[src/rtl/rf_pulse_swallow_div.sv]
module rf_pulse_swallow_div #(
  parameter int SW_W      = 5,
  parameter int MN_W      = 13,
  parameter int MIN_RATIO = 2048
) (
  input  logic                   clk,
  input  logic                   rst,
  input  logic                   wr_en,
  input  logic [1:0]             wr_sel,
  input  logic [7:0]             wr_data,
  output logic                   div_out,
  output logic                   mod_sel,
  output logic [SW_W+MN_W-1:0]   ratio_o
);
  localparam int RW     = SW_W + MN_W;
  localparam int PRE    = 1 << SW_W;
  localparam int NB     = (RW + 7) / 8;
  localparam int MIN_A  = MIN_RATIO % PRE;
  localparam int RST_SC = (PRE - MIN_A) % PRE;
  localparam int RST_MC = (MIN_RATIO / PRE) + ((MIN_A != 0) ? 1 : 0);

  logic [RW-1:0]   shadow, active, folded, nxt;
  logic            pend;
  logic [SW_W-1:0] pc, sc, sc_dec, n_m, n_a;
  logic [MN_W:0]   mc, n_t;
  logic            last_pre;

  assign last_pre = (pc == '0);
  assign div_out  = last_pre && (mc == (MN_W+1)'(1));
  assign mod_sel  = (sc != '0);
  assign ratio_o  = active;

  assign folded = (shadow < RW'(MIN_RATIO)) ? shadow + RW'(MIN_RATIO) : shadow;
  assign nxt    = pend ? folded : active;
  assign n_a    = nxt[SW_W-1:0];
  assign n_m    = -n_a;
  assign n_t    = {1'b0, nxt[RW-1:SW_W]} + {{MN_W{1'b0}}, |n_a};
  assign sc_dec = mod_sel ? sc - 1'b1 : '0;

  always_ff @(posedge clk) begin
    if (rst) begin
      active <= RW'(MIN_RATIO);
      shadow <= RW'(MIN_RATIO);
      pend   <= 1'b0;
      mc     <= (MN_W+1)'(RST_MC);
      sc     <= SW_W'(RST_SC);
      pc     <= (RST_SC != 0) ? SW_W'(PRE-2) : SW_W'(PRE-1);
    end else begin
      if (div_out) begin
        active <= nxt;
        pend   <= 1'b0;
        mc     <= n_t;
        sc     <= n_m;
        pc     <= (n_m != '0) ? SW_W'(PRE-2) : SW_W'(PRE-1);
      end else if (last_pre) begin
        mc <= mc - 1'b1;
        sc <= sc_dec;
        pc <= (sc_dec != '0) ? SW_W'(PRE-2) : SW_W'(PRE-1);
      end else begin
        pc <= pc - 1'b1;
      end
      if (wr_en) begin
        for (int b = 0; b < NB; b++) begin
          if (int'(wr_sel) == b) begin
            for (int i = 0; i < 8; i++) begin
              if (b*8 + i < RW) shadow[b*8 + i] <= wr_data[i];
            end
          end
        end
        if (wr_sel == 2'd0) pend <= 1'b1;
      end
    end
  end
endmodule


[config.mk]
export PLATFORM = sky130hd
export DESIGN_NAME = rf_pulse_swallow_div
export DESIGN_NICKNAME = d
export VERILOG_FILES = /design/src/rtl/rf_pulse_swallow_div.sv
export SDC_FILE = /design/constraint.sdc
export NUM_CORES = 1
export LEC_CHECK = 0
export BUFFER_PORTS_ARGS = -buffer_cell sky130_fd_sc_hd__buf_2
export CAP_MARGIN = 20
export CORE_ASPECT_RATIO = 1.4
export CORE_MARGIN = 8
export CORE_UTILIZATION = 49
export DETAILED_ROUTE_END_ITERATION = 8
export PLACE_DENSITY = 0.65
export RECOVER_POWER = 50
export SYNTH_ARGS = -nofsm -noshare
export SYNTH_HDL_FRONTEND = slang
export SYNTH_SLANG_ARGS = --single-unit
[constraint.sdc]
create_clock -name clk -period 3.45 [get_ports clk]
set_clock_uncertainty 0.15 [all_clocks]
set_input_delay 0.345 -clock clk [delete_from_list [all_inputs] [get_ports clk]]
set_output_delay 0.345 -clock clk [all_outputs]
set_load 0.02 [all_outputs]
# --- Word level (Yosys, flattened, before mapping) ---
# Index checks and enable logic that the tools add are counted.
classes:
  eq_ne: 3
  order_cmp: 1
  n_reduce_logical: 12
  n_mux: 14
  n_addsub: 6
ops:
  columns: ["operator", "n"]
  rows:
  - ["$mux 18", 2]
  - ["$mux 14", 2]
  - ["$mux 5", 5]
  - ["$add 18x12->18 const B", 1]
  - ["$lt 18x12->1 const B", 1]
  - ["$reduce_bool 5->1", 3]
  - ["$add 13x1->14", 1]
  - ["$eq 14x1->1 const B", 1]
  - ["$sub 14x1->14 const B", 1]
  - ["$sub 5x1->5 const B", 2]
  - ["$reduce_and 2->1", 3]
  - ["$logic_not 5->1", 1]
  - ["$mux 1", 5]
  - ["$neg 5->5", 1]
  - ["$reduce_or 5->1", 1]
  - ["$eq 2x2->1 const B", 2]
  - ["$logic_not 2->1", 2]
  - ["$reduce_bool 2->1", 1]
  - ["$logic_and 1x1->1", 1]
totals:
  word_cells: 44
  register_bits: 61
  input_bits: 13

# --- Longest topological paths before layout ---
logic_depth:
  depth_word: 7
  depth_mapped: 16
  mapped_depth_nobuf: 12

# --- Worst setup path before layout ---
# No wires, ideal clock.
synth_timing:
  path_type: "reg-to-reg"
  startpoint: "reg pend"
  endpoint: "reg mc[10]"
  t_required_ns: 3.222
  path_buffers: 3
  arrival_ns: 2.856
  setup_time_ns: 0.078
  stages_incl_launch_ff: 16
  synth_period_minus_slack_ns: 3.084
  setup_slack_ns: 0.366
  cell_sequence: "dfxtp_1 -> buf_4 -> buf_6 -> buf_6 -> mux2i_1 -> ha_1 -> nor2b_1 -> ha_1 -> inv_1 -> ha_1 -> ha_1 -> nand4_1 -> a22oi_1 -> nand2_1 -> o311a_1 -> nor3_1"
synth_between:
  elab_chain_len: 4
synth_rtl:
  columns: ["item", "line", "text"]
  rows:
  - ["start: declaration", "23", "logic pend;"]
  - ["start signal: assignment", "44", "pend <= 1'b0;"]
  - ["start signal: assignment", "51", "pend <= 1'b0;"]
  - ["start signal: assignment", "70", "if (wr_sel == 2'd0) pend <= 1'b1;"]
  - ["$mux 18 *", "34", "assign nxt = pend ? folded : active;"]
  - ["$reduce_or 5->1", "37", "assign n_t = {1'b0, nxt[RW-1:SW_W]} + {{MN_W{1'b0}}, |n_a};"]
  - ["$add 13x1->14 *", "37", null]
  - ["$mux 14 *", "49", "if (div_out) begin"]
  - ["end signal: assignment", "45", "mc <= (MN_W+1)'(RST_MC);"]
  - ["end signal: assignment", "52", "mc <= n_t;"]
  - ["end signal: assignment", "56", "mc <= mc - 1'b1;"]
  - ["end: declaration", "25", "logic [MN_W:0] mc, n_t;"]
# Mark *: on every way between the ends. The rest lies on a longest branch, timed or not.
# A chain may end at the register's enable or synchronous reset.

# --- Final worst setup path ---
# Same ends and word-level chain as after synthesis.

==> reports/metrics.yaml <==
grt_max_degree: 33
top_layer_used: "met4"
async_reset_ff_frac: 0
vdd_drop_max_mv: 0.274
start_util: 0.504
cts_buffer_depth: 2
worst_slack_ns: 0.329
synth-main-ff-cell: "dfxtp_1"
wl_met3_um: 380
cts.repair.resized: 0
synthCells: 398
critPathMaxFanout: 6
path_clk_slew_ns: 0.08
h-tree-depth: 3
crit_top_cell: "ha_1"
die_w_um: 87.6
period_share: 0.905
finalHoldViolCount: 0
leakage_nw: 1.45
grt_pass1_wl_mm: 14.8
total_power_mw: 1.47
rsz0062_at_grt: "false"
violations: "capacitance limit, slew limit"
synth_edf_count: 0
fillCellCount: 676
cp_top_family: "adder cells"
yosysTopAreaCell: "dfxtp_1"
cts_tree: "built"
grt.total_usage: 0.184
maxSlewHeadroom: -0.0336
grt_antenna_before_repair: 0
first_pass_iters: 4
ys_ff_latch: 61
cp-end-kind: "register"
ant_nets: 0
postSynthAreaPerCell_um2: 8.83
drc: 0
drive_gt1_frac: 0.124
critPathMaxStageDelay_ns: 0.48
pwr_density_cell_nw_per_um2: 375
place_hpwl_mm: 6.55
hold_path_class: "in2reg"
yosys_warnings: 0
synth.distinct_cells: 60
worst_setup_path_start_kind: "register"
max-cap-violations: 1
worstSetupPathType: "reg2reg"
cp_slowest_cell: "dfxtp_1"
grt-ovfl-total: 0
drt-initial-drc-count: 163
root_buffer: "clkbuf_8"
grt_pass1_vias: 3048
fmax_ghz: 0.320
num_vias: 3094
drt-wirelength-per-cell_um: 16.5
finalMaxSlewViolations: 33
hold_buffers: 0
ys_seq_area_frac: 0.347
synthMostInstantiatedCell: "dfxtp_1"
nNetsFinal: 454
cp_num_buf_inv: 1
diodes: 0
synth_nets: 422
synth_area_leaders: "dfxtp_1, mux2i_1, nor2_1"
status: "complete, but fails checks"
routabilityCongestion: 0.838
finalSetupTns_ns: 0
clock-sinks: 61
fin_area_um2: 3930
placed_cell_area_um2: 3750
dieArea_um2: 10200
synthToLayoutAreaGrowth_pct: 11.6
vias_per_cell: 5.84
wirelength_mm: 8.75
wl_met1_mm: 3.86
syn_area_um2: 3520
rows: 36
cts_setup_buffers: 0
setup_violations: 0
min_period_ns: 3.12
die_height_um: 116
cts_buffers: 9
hold_ws_ns: 0.101
portBuffers: 32
arrival_ns: 3.23
wl_met2_mm: 4.39
num_io_pins: 33
dp_slack_ns: 0.300
insertion_delay_ns: 0.34
core_area_um2: 6980
synth_top_area_frac: 0.347
ys_top_cells_by_count: "dfxtp_1, nor2_1, mux2i_1, nand2_1, nor3_1"
required_ns: 3.56
worst_slew_pin_slew_ns: 1.55
cp_cell_sequence: "mux2i_1, ha_1, nor2b_1, ha_1, inv_1, ha_1, ha_1, nand4_1, a22oi_2, nand2_1, o311a_1, nor3_1"
[per-layer routing]
metal  vias up  GRT usage
met5         -          0
met4         0     0.0772
met3        12     0.0366
met2        80      0.320
met1      1462      0.212
li1       1540          -
[report_power, final]
part	internal (mW)	switching, mW
Sequential	0.714	0.0130
Clock	0.344	0.326
Combinational	0.0317	0.0447
[worst min-delay path, cell delays in order]
cell     delay [ns]
buf_2          0.09
mux2i_1        0.06
nor2_1         0.07
[flip-flops by register name, summed over array words and instances, names as in the netlist]
register and count:
ratio_o 18, shadow 18, mc 14, pc 5, sc 5, pend 1
[per-stage QoR]
stage                     instances  utilization
final                           530        0.562
after global routing            530        0.562
after CTS                       530        0.566
after detailed placement        514        0.537
after global placement          514        0.537
after floorplan                 398            -
[final timing paths]
check | slack, ns | end | depth (start not counted) | from
worst min-delay path | 0.10 | shadow[10] | 3 | wr_data[2]
worst max register to register | 0.33 | mc[10] | 12 | pend
worst max-delay path | 0.33 | mc[10] | 12 | pend
worst min register to register | 0.34 | ratio_o[16] | 2 | ratio_o[16]
[layout by cell type, fill, tap and decap left out, types with 6 or more instances in the layout]
cell type,synthesis,routed
a211oi_1,17,17
a21oi_1,17,17
a31oi_1,9,9
buf_2,2,12
buf_4,2,7
clkbuf_1,10,22
clkbuf_8,0,9
dfxtp_1,61,61
ha_1,11,11
inv_1,11,11
mux2_2,7,7
mux2i_1,40,40
nand2_1,27,27
nand4_1,9,9
nor2_1,52,52
nor3_1,18,18
o21ai_0,9,9
xnor2_1,6,6
[layout make-up]
cell class	instances	area (µm²)	area share
inverter	12	50.0	0.0128
clock buffer	9	124	0.0316
sequential	61	1220	0.311
tap	95	119	0.0303
timing repair buffer	41	195	0.0497
clock inverter	7	81.3	0.0207
multi-input combinational	305	2130	0.544
[cell families after synthesis]
family | share of synthesized area
AO/OA/AOI/OAI | 0.151
XOR/XNOR | 0.0249
adder cells (fa/ha/maj) | 0.0391
buffers and inverters | 0.0470
flip-flops | 0.347
multiplexers | 0.136
AND/OR/NAND/NOR | 0.255
Power figures use the tool's default switching activity.
